--- src/rtl/line_reduce_seq.sv ---
module line_reduce_seq #(
  parameter int NW   = 4,
  parameter int NMAX = 8
) (
  input  logic          clk,
  input  logic          rst_n,
  input  logic          line_start,
  input  logic          field_start,
  input  logic [2:0]    mode,
  input  logic [NW-1:0] factor,
  output logic          a_we_n,
  output logic          a_re_n,
  output logic          a_rw_n,
  output logic          a_rr_n,
  output logic          a_oe_n,
  output logic          b_rr_n,
  output logic          b_oe_n
);
  localparam logic [2:0] M_HALFH = 3'd1;
  localparam logic [2:0] M_HALFL = 3'd2;
  localparam logic [2:0] M_RED   = 3'd3;
  localparam logic [2:0] M_MOS   = 3'd4;
  localparam logic [2:0] M_WIPE  = 3'd5;
  localparam logic [NW-1:0] ONE  = NW'(1);

  logic [2:0]    mode_q, mode_eff;
  logic [NW-1:0] n_q, n_eff, n_in;
  logic [NW-1:0] hn, vn, hph_q, hph_eff, hph_nx, vph_q, vph_eff, vph_inc;
  logic          fsel_q, fsel_eff, we_act, re_act, wipe;

  assign n_in     = (factor == '0) ? ONE : ((factor > NW'(NMAX)) ? NW'(NMAX) : factor);
  assign mode_eff = field_start ? mode : mode_q;
  assign n_eff    = field_start ? n_in : n_q;
  assign fsel_eff = field_start ? ~fsel_q : fsel_q;
  assign wipe     = (mode_eff == M_WIPE);

  always_comb begin
    hn = ONE;
    vn = ONE;
    case (mode_eff)
      M_HALFH: hn = NW'(2);
      M_HALFL: begin hn = NW'(2); vn = NW'(2); end
      M_RED, M_MOS: begin hn = n_eff; vn = n_eff; end
      default: ;
    endcase
  end

  assign hph_eff = line_start ? '0 : hph_q;
  assign hph_nx  = (hph_eff + ONE >= hn) ? '0 : hph_eff + ONE;
  assign vph_inc = (vph_q + ONE >= vn) ? '0 : vph_q + ONE;
  assign vph_eff = field_start ? '0 : (line_start ? vph_inc : vph_q);

  always_comb begin
    we_act = 1'b1;
    re_act = 1'b1;
    case (mode_eff)
      M_HALFH: begin
        we_act = (hph_eff == '0);
        re_act = (hph_eff == '0);
      end
      M_HALFL: begin
        we_act = (vph_eff == '0);
        re_act = (hph_eff == '0);
      end
      M_RED: begin
        we_act = (hph_eff == '0) && (vph_eff == '0);
        re_act = (hph_eff == '0);
      end
      M_MOS: begin
        we_act = (hph_eff == '0) && (vph_eff == '0);
        re_act = (hph_eff == hn - ONE);
      end
      default: ;
    endcase
  end

  always_ff @(posedge clk) begin
    if (!rst_n) begin
      mode_q <= '0;
      n_q    <= ONE;
      hph_q  <= '0;
      vph_q  <= '0;
      fsel_q <= 1'b1;
    end else begin
      mode_q <= mode_eff;
      n_q    <= n_eff;
      hph_q  <= hph_nx;
      vph_q  <= vph_eff;
      fsel_q <= fsel_eff;
    end
  end

  assign a_we_n = !(rst_n && we_act);
  assign a_re_n = !(rst_n && re_act);
  assign a_rw_n = !(rst_n && line_start);
  assign a_rr_n = !(rst_n && line_start);
  assign b_rr_n = !(rst_n && line_start);
  assign a_oe_n = !(rst_n && !(wipe && fsel_eff));
  assign b_oe_n = !(rst_n && wipe && fsel_eff);
endmodule


--- config.mk ---
export PLATFORM = sky130hd
export DESIGN_NAME = line_reduce_seq
export DESIGN_NICKNAME = d
export VERILOG_FILES = /design/src/rtl/line_reduce_seq.sv
export SDC_FILE = /design/constraint.sdc
export NUM_CORES = 1
export LEC_CHECK = 0
export ABC_AREA = 1
export BUFFER_PORTS_ARGS = -buffer_cell sky130_fd_sc_hd__buf_2
export CAP_MARGIN = 20
export CORE_MARGIN = 3
export CORE_UTILIZATION = 52
export CTS_CLUSTER_SIZE = 30
export DETAILED_ROUTE_END_ITERATION = 10
export PLACE_DENSITY = 0.73
export SYNTH_ARGS = -nofsm -noshare
export SYNTH_HDL_FRONTEND = slang
export SYNTH_SLANG_ARGS = --single-unit
--- constraint.sdc ---
create_clock -name clk -period 3.3 [get_ports clk]
set_input_delay 0.825 -clock clk [delete_from_list [all_inputs] [get_ports clk]]
set_output_delay 0.825 -clock clk [all_outputs]
set_load 0.005 [all_outputs]
Word level (Yosys, flattened, before mapping)
Index checks and enable logic that the tools add are counted. W data, S select, Z words.

Memories: 0. Logic and storage cells: 53. ROM bits: 0. Bits in registers: 16. Output and inout port bits: 7. Memory bits (writable): 0. Latch bits: 0. Input bits: 11.

Add/subtract/negate cells: 3. Equality and inequality tests: 6. Bitwise gates (word level): 2. Divide/modulo/power cells: 0. Reduce and logical (&&, ||, !) cells: 21. Multiplexer cells: 13. Shifts and indexed selects: 0. Multipliers: 0. Order comparisons: 3.

Operators by type and width (count): $mux W4 (7); $pmux W4 S2 (2); $logic_not A4 Y1 (3); $add A4 B1 Y4 const B (2); $ge A4 B4 Y1 (2); $logic_and A1 B1 Y1 (8); $eq A3 B2 Y1 const B (2); $eq A3 B3 Y1 const B (2); $logic_not A1 Y1 (6); $reduce_or A2 Y1 (3); $eq A4 B4 Y1 (1); $gt A4 B4 Y1 const B (1); $sub A4 B1 Y4 const B (1); $eq A3 B1 Y1 const B (1); $mux W3 (1); $pmux W1 S3 (1); $reduce_or A3 Y1 (1); $not A1 Y1 (2); $pmux W1 S2 (1); $mux W1 (1).

Longest topological paths before layout
Gate-level depths: netlist of run 1.

Word-level depth: 14. Mapped depth: 18. Mapped depth without buffers: 17.

Least setup slack after synthesis of run 1
OpenSTA, ideal clock, no wires.

Path kind: in2out. Start: input field_start. End: output a_we_n. Data arrival time: 2.479 ns. Stages on the path: 15. Required time: 2.475 ns. Slack: -0.004 ns. Cells stage by stage: inv_2 > buf_6 > nand2_1 > nand2_2 > nand3_4 > nand2_8 > nand2_2 > ha_1 > a21oi_1 > nand3_1 > o21ai_0 > o21ai_0 > nand3_1 > nand2_1 > nand2_1.

Cells in the longest elaborated chain, start to end: 13. Elaborated cells on any way between the ends: 17.

RTL lines: start: declaration (RTL line 8) `input logic field_start,`; $mux W3 (RTL line 32) `assign mode_eff = field_start ? mode : mode_q;`; $eq A3 B3 Y1 / $eq A3 B2 Y1 (equally long branches) (RTL line 40, 56); $reduce_or A2 Y1 (no source line); $pmux W4 S2 (RTL line 40) `case (mode_eff)`; $ge A4 B4 Y1 (RTL line 50) `assign vph_inc = (vph_q + ONE >= vn) ? '0 : vph_q + ONE;`; $mux W4 (RTL line 50); $mux W4 (2 in a row) (RTL line 51) `assign vph_eff = field_start ? '0 : (line_start ? vph_inc : vph_q);`; $logic_not A4 Y1 (RTL line 62, 66, 70); $logic_and A1 B1 Y1 (RTL line 66, 70); $pmux W1 S3 * (RTL line 56) `case (mode_eff)`; $logic_and A1 B1 Y1 * (RTL line 93) `assign a_we_n = !(rst_n && we_act);`; $logic_not A1 Y1 * (RTL line 93); end: declaration (RTL line 11) `output logic a_we_n,`.

Mark *: on every way between the ends. The rest lies on a longest branch, timed or not.

Final worst setup path of run 1
Ends and elaborated chain as after synthesis.

==> results by group, run 1 <==
Power
  • Total power: 625 uW
  • Cell Pwr Density: 301 nW/um2
  • Max IR drop VDD: 279 uV
  • Leakage Power: 0.00109 uW

Yosys
  • Syn Std Cell Area: 1400 um2
  • Mapped Cells: 210
  • Mapped Nets: 233
  • Yosys reg bits: 16
  • Register area share after synthesis: 0.229
  • Synthesized area per cell: 6.66 um2
  • Synth cell types: 30
  • Synth Warn #: 0

Layout
  • Final instance area: 2080 um2
  • FILL cells: 164
  • Nets: 287
  • Layout cells sized above 1: 0.433
  • Register area: 320 um2
  • Area growth from synthesis to final layout: 48.7%
  • Multi-input combinational cell area: 1100 um2
  • Antenna fix cells: 0

Detailed routing
  • DRC Markers: 0
  • Routed len/inst: 14.7 um
  • Detail Route Antenna Nets: 0
  • Vias per cell: 5.39
  • Vias post-DR: 1579
  • First DRT Iteration DRCs: 100
  • Detailed Route WL: 4310 um
  • First-pass iteration count of the detailed router: 4

Global route
  • Tot GR Track Use: 0.250
  • First-pass GRT wire length: 6530 um
  • Vias in the first global route: 1471
  • Largest net degree at the start of global routing: 13
  • Initial antenna violation count: 0
  • Overflow after GRT: 0

Worst setup path
  • Worst Setup End Kind: output pin
  • Slowest CP cell: ha_4
  • Setup Crit Path Kind: primary input to output pin
  • Buffer and inverter count on the worst path: 4
  • WP data required: 2470 ps
  • Max Fanout on Critical Path: 8
  • Crit-path cells: buf_12, inv_12, nand2_4, nand2_4, nand3_4, nand2_8, buf_12, nand2_4, ha_4, nand4_1, nand4_1, nand2_1, a21oi_2, nand3_1, nand2_1, nand2_1, buf_2
  • Crit path largest cell delay: 280 ps
  • CP Data Arrival Time: 2720 ps
  • Critical path launch point: field_start
  • Crit path launch type: primary input
  • Delay-heaviest family, CP: simple AND/OR/NAND/NOR gates
  • Worst r2r src: mode_q[0]

CTS
  • Number of hold buffers added after cts: 0
  • Num CTS Buffers: 3
  • H-tree depth reported by CTS: 1
  • Clock latency on the worst-skew pair: 300 ps
  • Reg clk slew, reported paths: 110 ps
  • Clk root buf: clkbuf_4
  • CTS tree: built
  • Sink Count: 16
  • Max clock buf depth: 2

STA
  • Slew Limit Fails: 0
  • Peak Freq: 282 MHz
  • Slew margin rel.: 0.705
  • Count of final setup violators: 2
  • Worst hold slack: 517 ps
  • Hold Vio Cnt, Final: 0
  • Clk_skew: 7.47 ps
  • Final worst slack: -242 ps
  • Setup TNS: -416 ps
  • Worst-margin pin slew: 442 ps
  • Period utilization: 1.07
  • RSZ-0062 raised after global routing: yes
  • Minimum clock period: 3540 ps

Floorplan
  • Row count: 18
  • Core Region: 2520 um2
  • # IOs: 18
  • Die X: 57.8 um
  • Die area: 3350 um2
  • Die H: 57.8 um
  • Initial core utilization: 0.554

Placed design
  • Final GP Congestion: 0.915
  • IO buf count: 17
  • Final HPWL DP: 2370 um
  • Placed cell area: 1640 um2
  • Worst slack at placement: -477 ps

Min path
  • Worst hold start: n_q[0]
  • Worst hold path class: flip-flop to flip-flop

Run status
  • Outcome: complete, but fails checks
  • Failing checks: setup timing

Flow run
  • Max_cap viols: 0
==> where the power goes <==
| group | switching [uW] | leakage (uW) | internal [uW] |
|---|---|---|---|
| logic | 151 | 0.000940 | 128 |
| registers | 6.50 | 0.000131 | 203 |
| clock network | 69.1 | 0.0000210 | 67.2 |
| total | 226 | 0.00109 | 399 |
==> cell usage after synthesis (all sizes together) <==
cell,instances,area (um2)
xnor2,1,8.76
o21bai,1,7.51
nand3,16,105
a21o,1,7.51
a211oi,1,7.51
o21a,2,15.0
a21boi,1,7.51
a21oi,5,25.0
nand2,62,314
ha,12,150
dfxtp,16,320
o21ai,9,45.0
a31oi,1,6.26
buf,5,42.5
nor2,25,93.8
o22ai,2,18.8
or2,2,12.5
nand4,6,37.5
clkbuf,1,3.75
inv,38,143
xor2,3,26.3
==> worst reg2reg max path: cells and delay by family (launching register included) <==
family / cells / cell delay, ps
buffers and inverters: 4 / 410
adder cells (fa/ha/maj): 1 / 270
AO/OA/AOI/OAI: 3 / 440
AND/OR/NAND/NOR: 8 / 720
flip-flops: 1 / 360
==> stage by stage <==
stage                util  instances
floorplan               -        210
detailed placement  0.651        273
global placement    0.651        273
CTS                 0.771        289
finish              0.824        293
global route        0.824        293
==> path summary, 6_finish.rpt <==
kind                                  to  slack (ps)  depth (start not counted)
worst min register to register    n_q[0]         520                          2
worst max-delay path              a_we_n        -240                         17
worst min-delay path              n_q[0]         520                          2
worst max register to register  hph_q[2]        1050                         16
==> cell families after synthesis <==
group | share of synthesized area
AND/OR/NAND/NOR | 0.403
flip-flops | 0.229
XOR/XNOR | 0.0251
adder cells (fa/ha/maj) | 0.107
AO/OA/AOI/OAI | 0.100
buffers and inverters | 0.135
==> cell type report <==
type	instances	share of cell area
tap	30	0.0181
multi-input combinational	150	0.532
sequential	16	0.154
clock buffer	4	0.0175
timing repair buffer	55	0.203
inverter	38	0.0759
==> what timing repair did <==
action | CTS | global route
cloned | 1 | 0
setup endpoints to repair | 2 | 2
setup buffers | 11 | 4
gates resized for setup | 40 | 21
pin swaps | 21 | 16
endpoints found under the hold margin | 0 | 0
==> flip-flops by register name, indices dropped and copies added (netlist names) <==
name / count
fsel_q: 1
hph_q: 4
mode_q: 3
n_q: 4
vph_q: 4
==> routing by layer <==
metal	vias up	track usage	wire length (um)
li1	768	-	-
met1	715	0.304	1620
met5	-	0	0
met4	0	0.0993	155
met3	20	0.0290	232
met2	76	0.444	2310
==> cell usage in the layout (no fill, tap or decap), drive strengths merged, types with 4 or more instances in the layout <==
cell	netlist	layout
nand4	6	6
inv	38	38
nand3	16	16
nor2	25	25
dfxtp	16	16
ha	12	12
buf	5	55
o21ai	9	9
clkbuf	1	4
nand2	62	62
a21oi	5	5
Note: power is estimated with default switching activity, not from simulation.
==> inputs of run 2 (changes only) <==
- PLACE_DENSITY: 0.73 -> 0.8
==> results by group, run 2 (synthesis results as in run 1) <==
CTS
  • Clock latency on the worst-skew pair: 300 ps (about the same)
  • Clk root buf: clkbuf_4
  • Num CTS Buffers: 3 (unchanged)
  • H-tree depth reported by CTS: 1 (unchanged)
  • Reg clk slew, reported paths: 110 ps (about the same)
  • Number of hold buffers added after cts: 0 (unchanged)
  • Sink Count: 16 (unchanged)
  • CTS tree: built
  • Max clock buf depth: 2 (unchanged)

Worst setup path
  • Max Fanout on Critical Path: 7 (-1)
  • Path depth of the worst reg2reg path: 22 (+6)
  • Setup Crit Path Kind: primary input to output pin
  • Crit-path cells: buf_12, inv_12, nand2_4, nand2_4, nand3_4, nand2_8, a21oi_2, ha_1, inv_1, o21bai_1, nand3_2, nand4_1, nand2_1, a21oi_2, nand3_1, nand2_1, nand2_1, buf_2
  • Delay-heaviest family, CP: simple AND/OR/NAND/NOR gates
  • Worst Setup End Kind: output pin
  • CP Data Arrival Time: 2890 ps (+170 ps)
  • Crit path top cell by count: nand2_1
  • Crit path largest cell delay: 300 ps (+20 ps)
  • WP data required: 2470 ps (about the same)
  • Reg-to-reg setup timing slack: 350 ps (-700 ps)
  • Slowest CP cell: ha_1
  • Reg2reg end: vph_q[2]
  • Crit path launch type: primary input
  • Worst r2r src: mode_q[0]
  • Buffer and inverter count on the worst path: 4 (unchanged)

STA
  • Period utilization: 1.13 (+0.0522)
  • Setup TNS: -823 ps (-407 ps)
  • Slew margin rel.: 0.696 (-0.00914)
  • Worst-margin pin slew: 456 ps (+13.7 ps)
  • Clk_skew: 15.7 ps (+8.23 ps)
  • RSZ-0062 raised after global routing: yes
  • Peak Freq: 269 MHz (-4.6%)
  • Slew Limit Fails: 0 (unchanged)
  • Count of final setup violators: 2 (unchanged)
  • Final worst slack: -414 ps (-172 ps)
  • Minimum clock period: 3710 ps (+172 ps)
  • Hold Vio Cnt, Final: 0 (unchanged)

Min path
  • Hold path depth: 2 (unchanged)
  • Worst hold start: n_q[0]
  • Worst hold path class: flip-flop to flip-flop
  • Hold EP: n_q[0]

Power
  • Leakage Power: 0.00114 uW (+4.2%)
  • Max IR drop VDD: 302 uV (+8.6%)
  • Total power: 637 uW (+1.9%)
  • Cell Pwr Density: 300 nW/um2 (-0.12%)

Placed design
  • Final HPWL DP: 2390 um (+0.73%)
  • Placed cell area: 1640 um2 (unchanged)
  • IO buf count: 17 (unchanged)
  • Worst slack at placement: -397 ps (+79.7 ps)
  • Final GP Congestion: 0.860 (-6.0%)

Run status
  • Outcome: complete, but fails checks
  • Failing checks: setup timing

Floorplan
  • Die X: 57.8 um (unchanged)
  • # IOs: 18 (unchanged)
  • Initial core utilization: 0.554 (unchanged)
  • Core Region: 2520 um2 (unchanged)
  • Die area: 3350 um2 (unchanged)
  • Row count: 18 (unchanged)
  • Die H: 57.8 um (unchanged)

Flow run
  • Max_cap viols: 0 (unchanged)

Layout
  • Largest regs: hph_q (4), n_q (4), vph_q (4)
  • Commonest non-fill, non-tap cells in the layout: buf_4 (43), nand2_1 (37), inv_1 (29)
  • Commonest non-fill, non-tap cell in the layout: buf_4
  • Area growth from synthesis to final layout: 51.7%
  • Final instance area: 2120 um2 (+2.0%)
  • Layout cells sized above 1: 0.442 (+0.00815)
  • Antenna fix cells: 0 (unchanged)
  • Final core utilization: 0.840 (+0.0164)
  • Nets: 299 (+4.2%)

Detailed routing
  • Detailed Route WL: 5220 um (+21%)
  • Routed len/inst: 17.2 um (+17%)
  • DRC Markers: 0 (unchanged)
  • First-pass iteration count of the detailed router: 4 (unchanged)
  • Vias per cell: 5.58 (+3.5%)
  • Detail Route Antenna Nets: 0 (unchanged)
  • First DRT Iteration DRCs: 155 (+55%)
  • Vias post-DR: 1695 (+7.3%)

Global route
  • Initial antenna violation count: 0 (unchanged)
  • Vias in the first global route: 1628 (+11%)
  • Overflow after GRT: 0 (unchanged)
  • Tot GR Track Use: 0.282 (+0.0320)
  • Largest net degree at the start of global routing: 13 (unchanged)
  • First-pass GRT wire length: 7320 um (+12%)
run 2: where the power goes:
part	total (uW)	switching [uW]	leakage (uW)	internal, uW
sequential	210	6.85	0.000131	203
combinational	315	168	0.000993	147
clock	111	68.9	0.0000138	42.6
total	637	243	0.00114	393
run 2: metrics by stage:
step                      hold WS (ps)  instances
after global routing               543        304
after global placement             452        273
after floorplan                    438        210
after CTS                          491        300
final                              505        304
after detailed placement           469        273
run 2: routing by layer:
layer	vias to the layer above	GRT usage	wire [um]
met2	92	0.481	2520
met3	29	0.0512	383
li1	793	-	-
met1	781	0.320	2060
met4	0	0.182	248
met5	-	0	0
run 2: final cells by class:
class | count | area, um2
multi-input combinational | 150 | 1060
timing repair buffer | 67 | 524
fill | 129 | 403
sequential | 16 | 320
inverter | 38 | 158
tap | 30 | 37.5
clock buffer | 3 | 22.5
run 2: how the worst max path moves through the flow:
stage	depth (start not counted)	start	endpoint
floorplan	17	field_start	a_we_n
global placement	18	field_start	a_we_n
detailed placement	18	field_start	a_we_n
CTS	18	field_start	a_we_n
global route	18	field_start	a_we_n
finish	18	field_start	a_we_n
run 2: worst reg2reg max path, cell delays in order, from the launching register on:
cell and delay, ps:
dfxtp_1 360, inv_1 130, nand2_4 80, nand2_4 110, nand3_4 110, nand2_8 110
a21oi_2 60, ha_1 300, inv_1 40, o21bai_1 160, nand3_2 130, nand4_1 150
nand2_1 110, buf_4 160, buf_6 100, buf_6 100, buf_6 100, buf_6 100
buf_6 110, buf_6 110, buf_6 100, nand2_2 40, nor2_1 40
run 2: what timing repair did:
item                       in CTS  in global routing
gates resized for setup        47                 14
cloned                          1                  0
setup endpoints to repair       2                  3
pin swaps                      24                 17
buffers inserted               23                  9
==> inputs of run 3 (changes only) <==
- CORE_UTILIZATION: 52 -> 54
- PLACE_DENSITY: 0.8 -> 0.79
- clock period: 3.3 -> 3.75 ns (I/O delays scaled with it)
==> results by group, run 3 (synthesis results as in run 1) <==
Run status
  • Outcome: complete, but fails checks
  • Failing checks: setup timing

Power
  • Internal power: 337 uW (-14%)
  • Leakage Power: 0.00113 uW (-0.37%)
  • Comb power frac: 0.483 (-0.012)
  • Register share of total power: 0.338 (+0.008)
  • Max IR drop VDD: 228 uV (-25%)
  • Net switching power: 210 uW (-14%)
  • Sw Ratio: 0.383 (+0.00117)
  • Cell Pwr Density: 259 nW/um2 (-14%)
  • Clk pwr share: 0.179 (+0.004)
  • Total power: 547 uW (-14%)

Layout
  • Commonest non-fill, non-tap cell in the layout: buf_4
  • Area growth from synthesis to final layout: 51.1%
  • FILL cells: 100 (-22%)
  • Largest regs: hph_q (4), n_q (4), vph_q (4)
  • Nets: 301 (+0.67%)
  • Antenna fix cells: 0 (unchanged)
  • Layout cells sized above 1: 0.446 (+0.00405)
  • Commonest non-fill, non-tap cells in the layout: buf_4 (49), nand2_1 (36), inv_1 (29)

Min path
  • Worst hold start: n_q[0]
  • Worst hold path class: flip-flop to flip-flop

Global route
  • Vias in the first global route: 1575 (-3.3%)
  • First-pass GRT wire length: 6810 um (-7.0%)
  • Initial antenna violation count: 0 (unchanged)
  • Tot GR Track Use: 0.264 (-0.0177)
  • Largest net degree at the start of global routing: 13 (unchanged)
  • Overflow after GRT: 0 (unchanged)

Floorplan
  • Initial core utilization: 0.597 (+0.0433)
  • Die X: 56.9 um (-1.7%)
  • Row count: 17 (-1)
  • Die area: 3230 um2 (-3.3%)
  • # IOs: 18 (unchanged)
  • Die H: 56.9 um (-1.7%)
  • Core Region: 2340 um2 (-7.2%)

Worst setup path
  • Crit path launch type: primary input
  • Max Fanout on Critical Path: 8 (+1)
  • Worst Setup End Kind: output pin
  • Crit-path cells: buf_12, inv_12, nand2_2, nand2_4, nand3_1, inv_2, a21oi_2, ha_1, inv_1, o21bai_1, nand3_2, nand3_1, o21ai_2, o21ai_1, nand3_1, nand2_1, nand2_1, buf_2
  • Crit path top cell by count: nand3_1
  • Slowest CP cell: ha_1
  • WP data required: 2810 ps (+340 ps)
  • Buffer and inverter count on the worst path: 5 (+1)
  • Critical path launch point: field_start
  • Worst r2r src: mode_q[0]
  • Delay-heaviest family, CP: simple AND/OR/NAND/NOR gates
  • Setup Crit Path Kind: primary input to output pin
  • CP Data Arrival Time: 3040 ps (+150 ps)
  • Crit path largest cell delay: 310 ps (about the same)

CTS
  • Sink Count: 16 (unchanged)
  • Number of hold buffers added after cts: 0 (unchanged)
  • Reg clk slew, reported paths: 100 ps (about the same)
  • H-tree depth reported by CTS: 1 (unchanged)
  • CTS tree: built
  • Max clock buf depth: 2 (unchanged)
  • Clock latency on the worst-skew pair: 300 ps (about the same)
  • Clk root buf: clkbuf_4
  • Num CTS Buffers: 3 (unchanged)

Detailed routing
  • Vias per cell: 5.76 (+3.4%)
  • Vias post-DR: 1752 (+3.4%)
  • Detailed Route WL: 5220 um (about the same)
  • Routed len/inst: 17.2 um (about the same)
  • First-pass iteration count of the detailed router: 5 (+1)
  • Detail Route Antenna Nets: 0 (unchanged)
  • DRC Markers: 0 (unchanged)
  • First DRT Iteration DRCs: 127 (-18%)

STA
  • Clk_skew: 1.84 ps (-13.9 ps)
  • Final worst slack: -227 ps (+187 ps)
  • Hold Vio Cnt, Final: 0 (unchanged)
  • Slew margin rel.: 0.705 (+0.00895)
  • Peak Freq: 251 MHz
  • Slew Limit Fails: 0 (unchanged)
  • Worst-margin pin slew: 442 ps (-13.4 ps)
  • Minimum clock period: 3980 ps
  • Count of final setup violators: 2 (unchanged)
  • Period utilization: 1.06
  • RSZ-0062 raised after global routing: yes

Placed design
  • IO buf count: 17 (unchanged)
  • Worst slack at placement: -212 ps (+186 ps)
  • Final GP Congestion: 0.834 (-3.1%)
  • Final HPWL DP: 2510 um (+5.3%)

Flow run
  • Max_cap viols: 0 (unchanged)
run 3: cell count changes in the layout (fill, tap and decap cells not counted), sizes merged:
cell / change
buf: +2
run 3: power groups by stage:
stage          logic [uW]  registers [uW]  clock network [uW]
4_1_cts               212             184                91.8
3_5_place_dp          177             187                   0
6_report              265             185                97.7
2_1_floorplan         116             186                   0
5_1_grt               285             185                 100
3_3_place_gp          172             187                   0
run 3: area by class of cell:
class | instances | area [um2] | area share
clock buffers | 3 | 22.5 | 0.0107
multi-input cells | 150 | 1040 | 0.494
well taps | 28 | 35.0 | 0.0166
inverters | 38 | 158 | 0.0746
flip-flops and latches | 16 | 320 | 0.152
repair buffers | 69 | 533 | 0.252
run 3: what timing repair did:
item / 4_1_cts / 5_1_grt
pin swaps: 20 / 26
gates resized for setup: 29 / 26
gates cloned: 1 / 0
setup buffers: 19 / 8
setup endpoints to repair: 2 / 3
run 3: metal layers:
metal	global-route usage	vias to the layer above	routed length, um	part of all wire
li1	-	790	-	-
met1	0.306	817	1970	0.38
met2	0.487	109	2570	0.49
met3	0.0299	36	413	0.079
met4	0.103	0	274	0.052
met5	0	-	0	0
run 3: through the flow:
| step | cells | hold slack (ps) | utilization | instance area, um2 | TNS (ps) |
|---|---|---|---|---|---|
| 2_1_floorplan | 210 | 438 | - | 1400 | 0 |
| 3_3_place_gp | 273 | 451 | 0.711 | 1660 | -323 |
| 3_5_place_dp | 273 | 454 | 0.711 | 1660 | -405 |
| 4_1_cts | 296 | 478 | 0.833 | 1950 | -30.1 |
| 5_1_grt | 304 | 527 | 0.903 | 2110 | -809 |
| 6_report | 304 | 510 | 0.903 | 2110 | -375 |
run 3: final timing paths:
| kind | slack, ps | cells after the start | to |
|---|---|---|---|
| worst max-delay path | -230 | 18 | a_we_n |
| worst min-delay path | 510 | 2 | n_q[0] |
| worst min register to register | 510 | 2 | n_q[0] |
| worst max register to register | 220 | 26 | vph_q[2] |
run 3: worst reg2reg max path, delay by kind of cell, from the launching register on:
kind / cells / cell delay [ps]
AOI/OAI and AO/OA: 2 / 220
adders and majority gates: 1 / 310
buffers and inverters: 15 / 1770
DFF: 1 / 360
and+or+nand+nor: 8 / 760
